$ cat src/rtl/fabric_pkg.sv
package fabric_pkg;
  localparam int LUT_IN     = 3;
  localparam int LUT_W      = 2;
  localparam int LUT_DEPTH  = 1 << LUT_IN;
  localparam int CELL_BITS  = LUT_DEPTH * LUT_W + LUT_W;
  localparam int ROUTES     = LUT_IN - 1;
  localparam int CAND       = 4;
  localparam int SEL_W      = $clog2(CAND);
  localparam int SW_BITS    = ROUTES * SEL_W;
  localparam int CHAIN_BITS = 2 * CELL_BITS + SW_BITS;
  localparam int A_BASE     = 0;
  localparam int SW_BASE    = CELL_BITS;
  localparam int B_BASE     = CELL_BITS + SW_BITS;
endpackage

$ cat src/rtl/cfg_chain.sv
module cfg_chain #(
  parameter int N = 40
) (
  input  logic         clk_i,
  input  logic         rst_ni,
  input  logic         start_i,
  input  logic         step_i,
  input  logic         din_i,
  output logic [N-1:0] bits_o,
  output logic         done_o
);
  localparam int CW = $clog2(N + 1);
  localparam logic [CW-1:0] FULL = CW'(N);

  logic [N-1:0]  chain_q;
  logic [CW-1:0] cnt_q;

  always_ff @(posedge clk_i or negedge rst_ni) begin
    if (!rst_ni) begin
      chain_q <= '0;
      cnt_q   <= '0;
    end else begin
      if (step_i) chain_q <= {chain_q[N-2:0], din_i};
      if (start_i) cnt_q <= '0;
      else if (step_i && cnt_q != FULL) cnt_q <= cnt_q + CW'(1);
    end
  end

  assign bits_o = chain_q;
  assign done_o = (cnt_q == FULL);


  start_clears_chk: assert property (@(posedge clk_i) disable iff (!rst_ni)
    start_i |=> !done_o);

  done_rise_chk: assert property (@(posedge clk_i) disable iff (!rst_ni)
    $rose(done_o) |-> ($past(step_i) && !$past(start_i)));

  done_hold_chk: assert property (@(posedge clk_i) disable iff (!rst_ni)
    (done_o && !start_i) |=> done_o);

  shift_in_chk: assert property (@(posedge clk_i) disable iff (!rst_ni)
    step_i |=> (chain_q[0] == $past(din_i)));

  shift_move_chk: assert property (@(posedge clk_i) disable iff (!rst_ni)
    step_i |=> (chain_q[N-1:1] == $past(chain_q[N-2:0])));

  cfg_hold_chk: assert property (@(posedge clk_i) disable iff (!rst_ni)
    !step_i |=> $stable(chain_q));
endmodule

$ cat src/rtl/lut_cell.sv
module lut_cell #(
  parameter int IN = 3,
  parameter int W  = 2
) (
  input  logic                          clk_i,
  input  logic                          rst_ni,
  input  logic [(1<<IN)*W+W-1:0]        cfg_i,
  input  logic [IN-1:0]                 addr_i,
  output logic [W-1:0]                  out_o
);
  localparam int DEPTH    = 1 << IN;
  localparam int PATH_LSB = DEPTH * W;

  logic [W-1:0] word_raw;
  logic [W-1:0] lut_d;
  logic [W-1:0] lut_q;

  assign word_raw = cfg_i[int'(addr_i)*W +: W];

  for (genvar j = 0; j < W; j++) begin : g_out
    // output 0 sits at the upper position of each word
    assign lut_d[j] = word_raw[W-1-j];
    assign out_o[j] = cfg_i[PATH_LSB + j] ? lut_q[j] : lut_d[j];
  end

  always_ff @(posedge clk_i or negedge rst_ni) begin
    if (!rst_ni) lut_q <= '0;
    else         lut_q <= lut_d;
  end
endmodule

$ cat src/rtl/route_mux.sv
module route_mux #(
  parameter int ROUTES = 2,
  parameter int CAND   = 4
) (
  input  logic [CAND-1:0]                  cand_i,
  input  logic [ROUTES*$clog2(CAND)-1:0]   sel_cfg_i,
  output logic [ROUTES-1:0]                route_o
);
  localparam int SW = $clog2(CAND);

  for (genvar r = 0; r < ROUTES; r++) begin : g_route
    logic [SW-1:0] sel;
    assign sel        = sel_cfg_i[r*SW +: SW];
    assign route_o[r] = cand_i[sel];
  end
endmodule

$ cat src/rtl/scan_logic_fabric.sv
module scan_logic_fabric
  import fabric_pkg::*;
(
  input  logic       clk_i,
  input  logic       rst_ni,
  input  logic       cfg_start_i,
  input  logic       cfg_step_i,
  input  logic       cfg_din_i,
  output logic       cfg_done_o,
  input  logic [1:0] in_i,
  input  logic [1:0] ext_i,
  output logic [3:0] out_o
);
  logic [CHAIN_BITS-1:0] cfg;
  logic [LUT_W-1:0]      a_out;
  logic [LUT_W-1:0]      b_out;
  logic [ROUTES-1:0]     route;

  cfg_chain #(.N(CHAIN_BITS)) u_chain (
    .clk_i   (clk_i),
    .rst_ni  (rst_ni),
    .start_i (cfg_start_i),
    .step_i  (cfg_step_i),
    .din_i   (cfg_din_i),
    .bits_o  (cfg),
    .done_o  (cfg_done_o)
  );

  lut_cell #(.IN(LUT_IN), .W(LUT_W)) u_cell_a (
    .clk_i  (clk_i),
    .rst_ni (rst_ni),
    .cfg_i  (cfg[A_BASE +: CELL_BITS]),
    .addr_i ({ext_i[0], in_i}),
    .out_o  (a_out)
  );

  // candidates: a_out[0], a_out[1], ext_i[0], ext_i[1]
  route_mux #(.ROUTES(ROUTES), .CAND(CAND)) u_switch (
    .cand_i    ({ext_i, a_out}),
    .sel_cfg_i (cfg[SW_BASE +: SW_BITS]),
    .route_o   (route)
  );

  lut_cell #(.IN(LUT_IN), .W(LUT_W)) u_cell_b (
    .clk_i  (clk_i),
    .rst_ni (rst_ni),
    .cfg_i  (cfg[B_BASE +: CELL_BITS]),
    .addr_i ({ext_i[1], route}),
    .out_o  (b_out)
  );

  assign out_o = {b_out, a_out};
endmodule

$ cat config.mk
export PLATFORM = sky130hd
export DESIGN_NAME = scan_logic_fabric
export DESIGN_NICKNAME = d
export VERILOG_FILES = /design/src/rtl/fabric_pkg.sv /design/src/rtl/cfg_chain.sv /design/src/rtl/lut_cell.sv /design/src/rtl/route_mux.sv /design/src/rtl/scan_logic_fabric.sv
export SDC_FILE = /design/constraint.sdc
export NUM_CORES = 1
export LEC_CHECK = 0
export CAP_MARGIN = 20
export CORE_UTILIZATION = 59
export DETAILED_ROUTE_END_ITERATION = 16
export PLACE_DENSITY = 0.78
export SYNTH_ARGS = -nofsm -noshare
export SYNTH_HDL_FRONTEND = slang
export SYNTH_SLANG_ARGS = --single-unit
$ cat constraint.sdc
create_clock -name clk_i -period 3.6 [get_ports clk_i]
set_clock_uncertainty 0.2 [all_clocks]
set_input_delay 0.54 -clock clk_i [delete_from_list [all_inputs] [get_ports clk_i]]
set_output_delay 0.54 -clock clk_i [all_outputs]
set_load 0.005 [all_outputs]
# --- Word-level counts from Yosys, hierarchy flattened ---
# Index checks and enable logic that the tools add are counted.
totals:
  ff_bits: 50
  input_bits: 9
  out_inout_bits: 5
op_classes:
  add_sub_neg: 1
  magnitude_cmp: 2
  n_eq_ne: 2
  n_shift: 2
  mux: 10
  n_reduce_logical: 2
ops:
  columns: ["cell", "count"]
  rows:
  - ["indexed part select 18 x 5 -> 2 bit", 2]
  - ["two-way mux 6 bit", 2]
  - ["adder 6 x 1 -> 6 bit (second input constant)", 1]
  - ["equality test 6 bit (second input constant)", 1]
  - ["< comparator 2 x 3 -> 1 bit (second input constant)", 2]
  - ["two-way mux 1 bit", 6]
  - ["!= test 6 bit (second input constant)", 1]
  - ["binary-select mux 1 bit (select 2 bit)", 2]
  - ["nonzero test 2 bit", 1]
  - ["logical AND 1 bit", 1]

# --- Longest topological paths before layout ---
# Gate-level depths: netlist (run 1).
logic_depth:
  depth_word: 6
  ltp_mapped: 8
  depth_no_buf: 7

# --- Cells and area by module ---
# A second synthesis (run 1) with hierarchy kept.
unflattened:
  cells_unflattened: 165
  area_unflattened_um2: 2329.7
modules_own_cells:
  columns: ["mod", "instances", "cells_per_inst", "area_each_um2", "seq_area_each_um2"]
  rows:
  - ["cfg_chain", 1, 125, 1861.8, 1151.1]
  - ["lut_cell", 2, 19, 211.5, 50.0]
  - ["route_mux", 1, 2, 45.0, 0.0]

# --- Least setup slack after synthesis (run 1) ---
# OpenSTA, ideal clock, no wires.
synth_path:
  kind: "in2out"
  startpoint: "in in_i[0]"
  endpoint: "out out_o[2]"
  arrival_ns: 2.366
  required_time_ns: 2.860
  path_slack_ns: 0.494
  stages: 8
  path_buffers: 2
  cell_sequence: "buf_6 mux4_2 mux2_4 a21o_1 buf_6 o21a_1 a2111oi_4 o41ai_1"
synth_via:
  elab_chain_len: 6
  elab_cells_between_ends: 9
  classes_between: "shift: 2; mux: 7"
synth_lines:
  columns: ["item", "line_no", "source"]
  rows:
  - ["start: declaration", "scan_logic_fabric.sv:10", "input logic [1:0] in_i,"]
  - ["indexed part select 18 x 5 -> 2 bit (*)", "lut_cell.sv:18", "assign word_raw = cfg_i[int'(addr_i)*W +: W];"]
  - ["via u_cell_a.word_raw[0]", "lut_cell.sv:14", "logic [W-1:0] word_raw;"]
  - ["two-way mux 1 bit (*)", "lut_cell.sv:23", "assign out_o[j] = cfg_i[PATH_LSB + j] ? lut_q[j] : lut_d[j];"]
  - ["binary-select mux 1 bit (select 2 bit)", "route_mux.sv:14", "assign route_o[r] = cand_i[sel];"]
  - ["two-way mux 1 bit (not written as such)", "route_mux.sv:14", null]
  - ["indexed part select 18 x 5 -> 2 bit (*)", "lut_cell.sv:18", null]
  - ["two-way mux 1 bit (*)", "lut_cell.sv:23", null]
  - ["end: declaration", "scan_logic_fabric.sv:12", "output logic [3:0] out_o"]
# The timed path passes the listed nets; every way through them passes the cells marked *. The select of a mux whose other input is x is not followed.

# --- Worst setup path after layout (run 1) ---
# Same ends and word-level chain as after synthesis.

==> impl_metrics.csv, run 1 <==
group,metric,value,unit
placed_design,dp_hpwl,3.13,mm
synthesis,synth.top_cells.by_count,"dfrtp_1, mux2_2, nand2_1, nor2_1, inv_1",
placed_design,gp_congestion,0.867,
finish,fin_area,2930,um^2
worst_setup_path,critPathMaxStageDelay,500,ps
timing,fin_crit,3500,ps
floorplan,core,3800,um^2
synthesis,synth_compound_area_share,11.1,%
timing,slew_viol_final,0,
drt,first_pass_iters,4,
worst_setup_path,r2r_slack,910,ps
cts,cts_buffer_depth,2,
worst_setup_path,r2r_cells,8,
timing,tns,0,ps
placed_design,placed_cell_area,2630,um^2
cts,htree_levels,2,
floorplan,start_util,64.0,%
finish,antenna_cells,0,
synthesis,synth_top_family_by_area,"multiplexers",
grt,grt_max_degree,51,
timing,max_slew_margin,68.3,%
drt,viasPerCell,6.11,
drt,vias,1706,
run,maxCapViolCount,0,
timing,worst-slew-pin-transition,471,ps
worst_setup_path,required,2860,ps
pwr,ir_drop,0.360,mV
drt,drt_iter0_drc,85,
grt,first_global_vias,1733,
synthesis,synth.distinct_cells,39,
pwr,p_switching,755,uW
pwr,power_frac_seq,40.7,%
floorplan,die_width,66.2,um
cts,clkLatencyLatePin,310,ps
worst_hold_path,hp-class,"register to register",
synthesis,synthMuxAreaShare,22.2,%
floorplan,rows,22,
finish,area_delta_synth_final,20.5,%
pwr,power.density,731,nW/um^2
synthesis,synth_warnings,0,
finish,num-fill-cells,234,
grt,antenna_found_initial,0,
cts,cts.clk_slew.worst_paths,90,ps
synthesis,synthAdderAreaFrac,1.03,%
pwr,swShare,35.2,%
pwr,p_clk_share,15.5,%
cts,cts_tree,"built",
pwr,combPwrFrac,43.7,%
drt,wirelength,5.06,mm
synthesis,synthTopCellsByArea,"dfrtp_1, mux2_2, mux4_2, nand2_1, mux2i_1",
floorplan,dieArea,4380,um^2
synthesis,ys_seq_area_share,51.5,%
grt,track_usage,25.9,%
worst_setup_path,critical_path_class,"input pin to output port",
drt,drt-wirelength-per-cell,18.1,um
synthesis,syn_avg_cell_area,12.2,um^2
worst_setup_path,cp_cell_sequence,"clkdlybuf4s15_2 -> mux4_2 -> mux2_4 -> a211oi_4 -> o32a_1 -> nor3_2 -> o41ai_2 -> clkbuf_2",
worst_setup_path,timing.critical_path.fanout_max,5,
floorplan,dieHeight,66.2,um
cts,numCtsBuffers,5,
timing,fin_worst_hold_slack,315,ps
floorplan,ios,14,
timing,fmax,286,MHz
grt,grt-ovfl-total,0,
timing,grt_setup_unrepaired,"no",
placed_design,portBuffers,13,
drt,post-route-drc-count,0,
drt,ant_nets,0,
synthesis,synth_xor_area_share,1.44,%
placed_design,dpl_worst_slack,-588,ps
synthesis,synth.most_common_cell,"dfrtp_1",
outcome,status,"complete, no violations",
synthesis,synth_top_area_share,51.5,%
synthesis,synth-edff-count,0,
cts,cts_root_buffer,"clkbuf_8",
synthesis,synth_cells,200,
finish,layout-drive-gt1-share,39.8,%
timing,finalHoldViolCount,0,
pwr,intPower,1390,uW
timing,setup_ws,99.3,ps
timing,period_share,97.2,%
finish,nets,241,
grt,grt_first_pass_wirelength,8.20,mm
pwr,p_leak,0.00132,uW
worst_setup_path,cp_data_arrival_time,2760,ps
synthesis,synthArstFlopShare,100,%
cts,clock-sinks,50,
worst_setup_path,crit_slowest_cell,"mux4_2",
worst_hold_path,min_path_cells,2,
worst_setup_path,cp-start-kind,"input pin",
synthesis,ys_ff_latch,50,
synthesis,synth_top_area_cell,"dfrtp_1",
synthesis,syn_area,2430,um^2
synthesis,ys.flop_type,"dfrtp_1",
worst_setup_path,cp-end-kind,"output port",
synthesis,synthSimpleGateAreaFrac,9.01,%
timing,setup_viol,0,
synthesis,synthesis.nets,211,
## power by group through the flow
stage | Clock, uW | Sequential [uW] | Combinational, uW
after floorplan | 0 | 816 | 513
after global placement | 0 | 859 | 673
after detailed placement | 0 | 871 | 705
after CTS | 340 | 865 | 805
after global routing | 359 | 898 | 1000
final | 333 | 873 | 937
## final cells by class
class / instances / area (um^2) / area share [%]
inverters: 9 / 33.8 / 1.15
repair buffers: 33 / 278 / 9.48
clock inverters: 1 / 5.00 / 0.171
flip-flops and latches: 50 / 1250 / 42.7
multi-input cells: 131 / 1210 / 41.5
well taps: 48 / 60.1 / 2.05
clock buffers: 7 / 86.3 / 2.95
## flip-flops by register name, indices dropped and copies added (netlist names)
signal,cells
u_cell_b.lut_q,2
u_chain.cnt_q,6
u_cell_a.lut_q,2
u_chain.bits_o,40
## path summary, 6_finish.rpt
kind,from,to
max,in_i[0],out_o[2]
min,u_chain.bits_o[16]$_DFFE_PN0P_,u_chain.bits_o[17]$_DFFE_PN0P_
max reg2reg,u_chain.bits_o[0]$_DFFE_PN0P_,u_cell_b.lut_q[0]$_DFF_PN0_
min reg2reg,u_chain.bits_o[16]$_DFFE_PN0P_,u_chain.bits_o[17]$_DFFE_PN0P_
max in group asynchronous,rst_ni,u_chain.bits_o[14]$_DFFE_PN0P_
min in group asynchronous,rst_ni,u_chain.bits_o[39]$_DFFE_PN0P_
## layout by cell type (no fill, tap or decap), types with 4 or more instances in the layout
cell type	n
buf_4	18
dfrtp_1	50
mux2i_1	4
clkdlybuf4s50_1	6
nor2_1	10
clkbuf_8	6
mux2_2	37
inv_1	9
nand2_1	16
o21ai_0	7
## what timing repair did
action / CTS / global route
hold buffers: 0 / 1
gates cloned: 0 / 1
hold endpoints to repair: 0 / 12
pin swaps: 5 / 8
resized for setup: 19 / 14
setup endpoints to repair: 2 / 2
buffers inserted: 5 / 3
## stage by stage
stage          power, uW  util, %  cells
3_3_place_gp        1530     69.2    260
3_5_place_dp        1580     69.2    260
6_report            2140     77.1    279
2_1_floorplan       1330        -    200
5_1_grt             2260     77.1    279
4_1_cts             2010     74.2    273
## kinds of logic after synthesis
family / after synthesis
flops: 50
mux: 45
simple gates: 45
compound gates: 34
buf+inv: 20
xor+xnor: 4
fa+ha+maj: 2
## routing by layer
metal / up-vias / track usage (%) / part of all wire, %
met5: - / 0 / 0
met4: 0 / 13.6 / 4.0
met3: 22 / 4.31 / 3.3
met2: 43 / 44.8 / 52
met1: 860 / 30.6 / 41
li1: 781 / - / -
## worst max-delay path: cells and delay by family
| kind | cells | cell delay (ps) |
|---|---|---|
| AOI/OAI and AO/OA | 3 | 890 |
| buffers and inverters | 2 | 390 |
| muxes | 2 | 830 |
| and+or+nand+nor | 1 | 100 |
(Power assumes the default switching activity.)
==> inputs of run 2 (changes only) <==
--- a/config.mk
+++ b/config.mk
@@ -6,9 +6,11 @@
 export NUM_CORES = 1
 export LEC_CHECK = 0
 export CAP_MARGIN = 20
-export CORE_UTILIZATION = 59
+export CELL_PAD_IN_SITES_DETAIL_PLACEMENT = 0
+export CELL_PAD_IN_SITES_GLOBAL_PLACEMENT = 1
+export CORE_UTILIZATION = 48
 export DETAILED_ROUTE_END_ITERATION = 16
-export PLACE_DENSITY = 0.78
+export PLACE_DENSITY = 0.77
 export SYNTH_ARGS = -nofsm -noshare
 export SYNTH_HDL_FRONTEND = slang
 export SYNTH_SLANG_ARGS = --single-unit
==> run 2 against run 1 <==
- combinational power decreased by 20%
- clock power increased by 41%
- final cell count increased by 4.3%
- design area decreased by 1.2%
- critical endpoint unchanged
==> impl_metrics.csv, run 2 (synthesis gave the netlist of run 1 again) <==
group,metric,value,unit
worst_setup_path,cp-end-kind,"output port",
timing,fin_crit,3460,ps
grt,track_usage,18.1,%
finish,largest_register_ffs,40,
timing,max_slew_margin,68.4,%
worst_setup_path,cp-start-kind,"input pin",
timing,setup_viol,0,
grt,grt_max_degree,51,
floorplan,dieHeight,73.2,um
cts,cts_root_buffer,"clkbuf_8",
pwr,ir_drop,0.371,mV
finish,area_delta_synth_final,19.0,%
finish,postLayoutCoreUtil,60.4,%
finish,num-fill-cells,399,
grt,antenna_found_initial,0,
run,maxCapViolCount,0,
floorplan,dieArea,5350,um^2
worst_hold_path,hp-class,"register to register",
pwr,p_leak,0.00129,uW
timing,grt_setup_unrepaired,"no",
finish,nets,234,
timing,tns,0,ps
finish,layout-drive-gt1-share,34.4,%
floorplan,rows,25,
placed_design,gp_congestion,0.831,
drt,wirelength,4.22,mm
placed_design,dp_hpwl,3.09,mm
cts,cts_tree,"built",
finish,antenna_cells,0,
cts,clock-sinks,50,
worst_setup_path,required,2860,ps
floorplan,die_width,73.2,um
drt,drt-wirelength-per-cell,14.5,um
timing,finalHoldViolCount,0,
cts,cts_buffer_depth,2,
pwr,power.density,718,nW/um^2
placed_design,portBuffers,13,
grt,grt-ovfl-total,0,
finish,multi_input_comb_area,1150,um^2
drt,ant_nets,0,
worst_setup_path,critical_path_class,"input pin to output port",
cts,numCtsBuffers,5,
cts,cts.clk_slew.worst_paths,80,ps
timing,fmax,289,MHz
worst_setup_path,r2r_cells,6,
drt,viasPerCell,5.45,
timing,worst-slew-pin-transition,468,ps
drt,post-route-drc-count,0,
drt,first_pass_iters,4,
finish,final_cell_mix,"dfrtp_1, mux2_2, nand2_1, buf_4, nor2_1",
timing,slew_viol_final,0,
drt,drt_iter0_drc,72,
grt,first_global_vias,1692,
finish,layout_commonest_cell,"dfrtp_1",
cts,clkLatencyLatePin,290,ps
timing,period_share,96.2,%
finish,regArea,1250,um^2
outcome,status,"complete, no violations",
cts,htree_levels,2,
floorplan,core,4790,um^2
floorplan,start_util,50.8,%
grt,grt_first_pass_wirelength,7.38,mm
worst_setup_path,timing.critical_path.fanout_max,4,
drt,vias,1585,
floorplan,ios,14,
worst_setup_path,cp_data_arrival_time,2720,ps
worst_hold_path,min_path_cells,2,
run 2: cell types whose count changed in the layout (fill, tap and decap cells not counted), moves of 2 or more:
cell           previous run  this run
bufinv_16                 0         2
clkbuf_2                  2         0
a22oi_2                   3         1
a211oi_1                  0         3
nor3_1                    2         4
nor3_2                    2         0
a211oi_4                  2         0
dlygate4sd2_1             1         3
buf_4                    18        12
a22oi_1                   0         2
run 2: metrics by stage:
stage | setup WS [ps] | total power, uW | hold WS [ps] | cell area [um^2] | cells
after floorplan | 494 | 1330 | 44.4 | 2430 | 200
final | 137 | 2080 | 307 | 2890 | 291
after global placement | -553 | 1540 | 276 | 2670 | 281
after global routing | 10.3 | 2210 | 360 | 2890 | 291
after CTS | 142 | 2100 | 266 | 2860 | 289
after detailed placement | -578 | 1570 | 298 | 2670 | 281
run 2: area by class of cell:
class | count | area share (%)
clock buffer | 6 | 2.85
clock inverter | 2 | 2.08
inverter | 9 | 1.17
multi-input combinational | 130 | 39.7
sequential | 50 | 43.3
tap | 67 | 2.90
timing repair buffer | 27 | 8.04
run 2: worst max-delay path, stage by stage:
cell and delay (ps):
buf_2 140, mux4_2 500, mux2_4 310, a21o_1 190, a31o_4 270, a2111oi_4 360
o41ai_2 130, dlygate4sd2_1 270
run 2: path summary, 6_finish.rpt:
kind                                           startpoint  slack [ps]                        endpoint
max                                               in_i[0]         140                        out_o[2]
min                        u_chain.bits_o[15]$_DFFE_PN0P_         310  u_chain.bits_o[16]$_DFFE_PN0P_
max reg2reg                u_chain.bits_o[10]$_DFFE_PN0P_        1170     u_cell_b.lut_q[0]$_DFF_PN0_
min reg2reg                u_chain.bits_o[15]$_DFFE_PN0P_         310  u_chain.bits_o[16]$_DFFE_PN0P_
max in group asynchronous                          rst_ni        2170    u_chain.cnt_q[0]$_DFFE_PN0P_
min in group asynchronous                          rst_ni         510  u_chain.bits_o[38]$_DFFE_PN0P_
run 2: metal layers:
| layer | wire (um) | up-vias | track usage (%) |
|---|---|---|---|
| met3 | 116 | 4 | 4.28 |
| met4 | 44 | 0 | 6.54 |
| met2 | 2180 | 28 | 31.4 |
| met1 | 1880 | 791 | 21.8 |
| met5 | 0 | - | 0 |
| li1 | - | 762 | - |
run 2: what timing repair did:
action                     in CTS  in global routing
gates resized for setup        21                  0
setup endpoints to repair       2                  0
buffers inserted                0                  0
hold endpoints to repair        0                  4
hold buffers                    0                  1
run 2: report_power, final:
part,switching (uW),total [uW],internal [uW]
combinational,325,749,424
clock,173,469,296
sequential,132,858,725
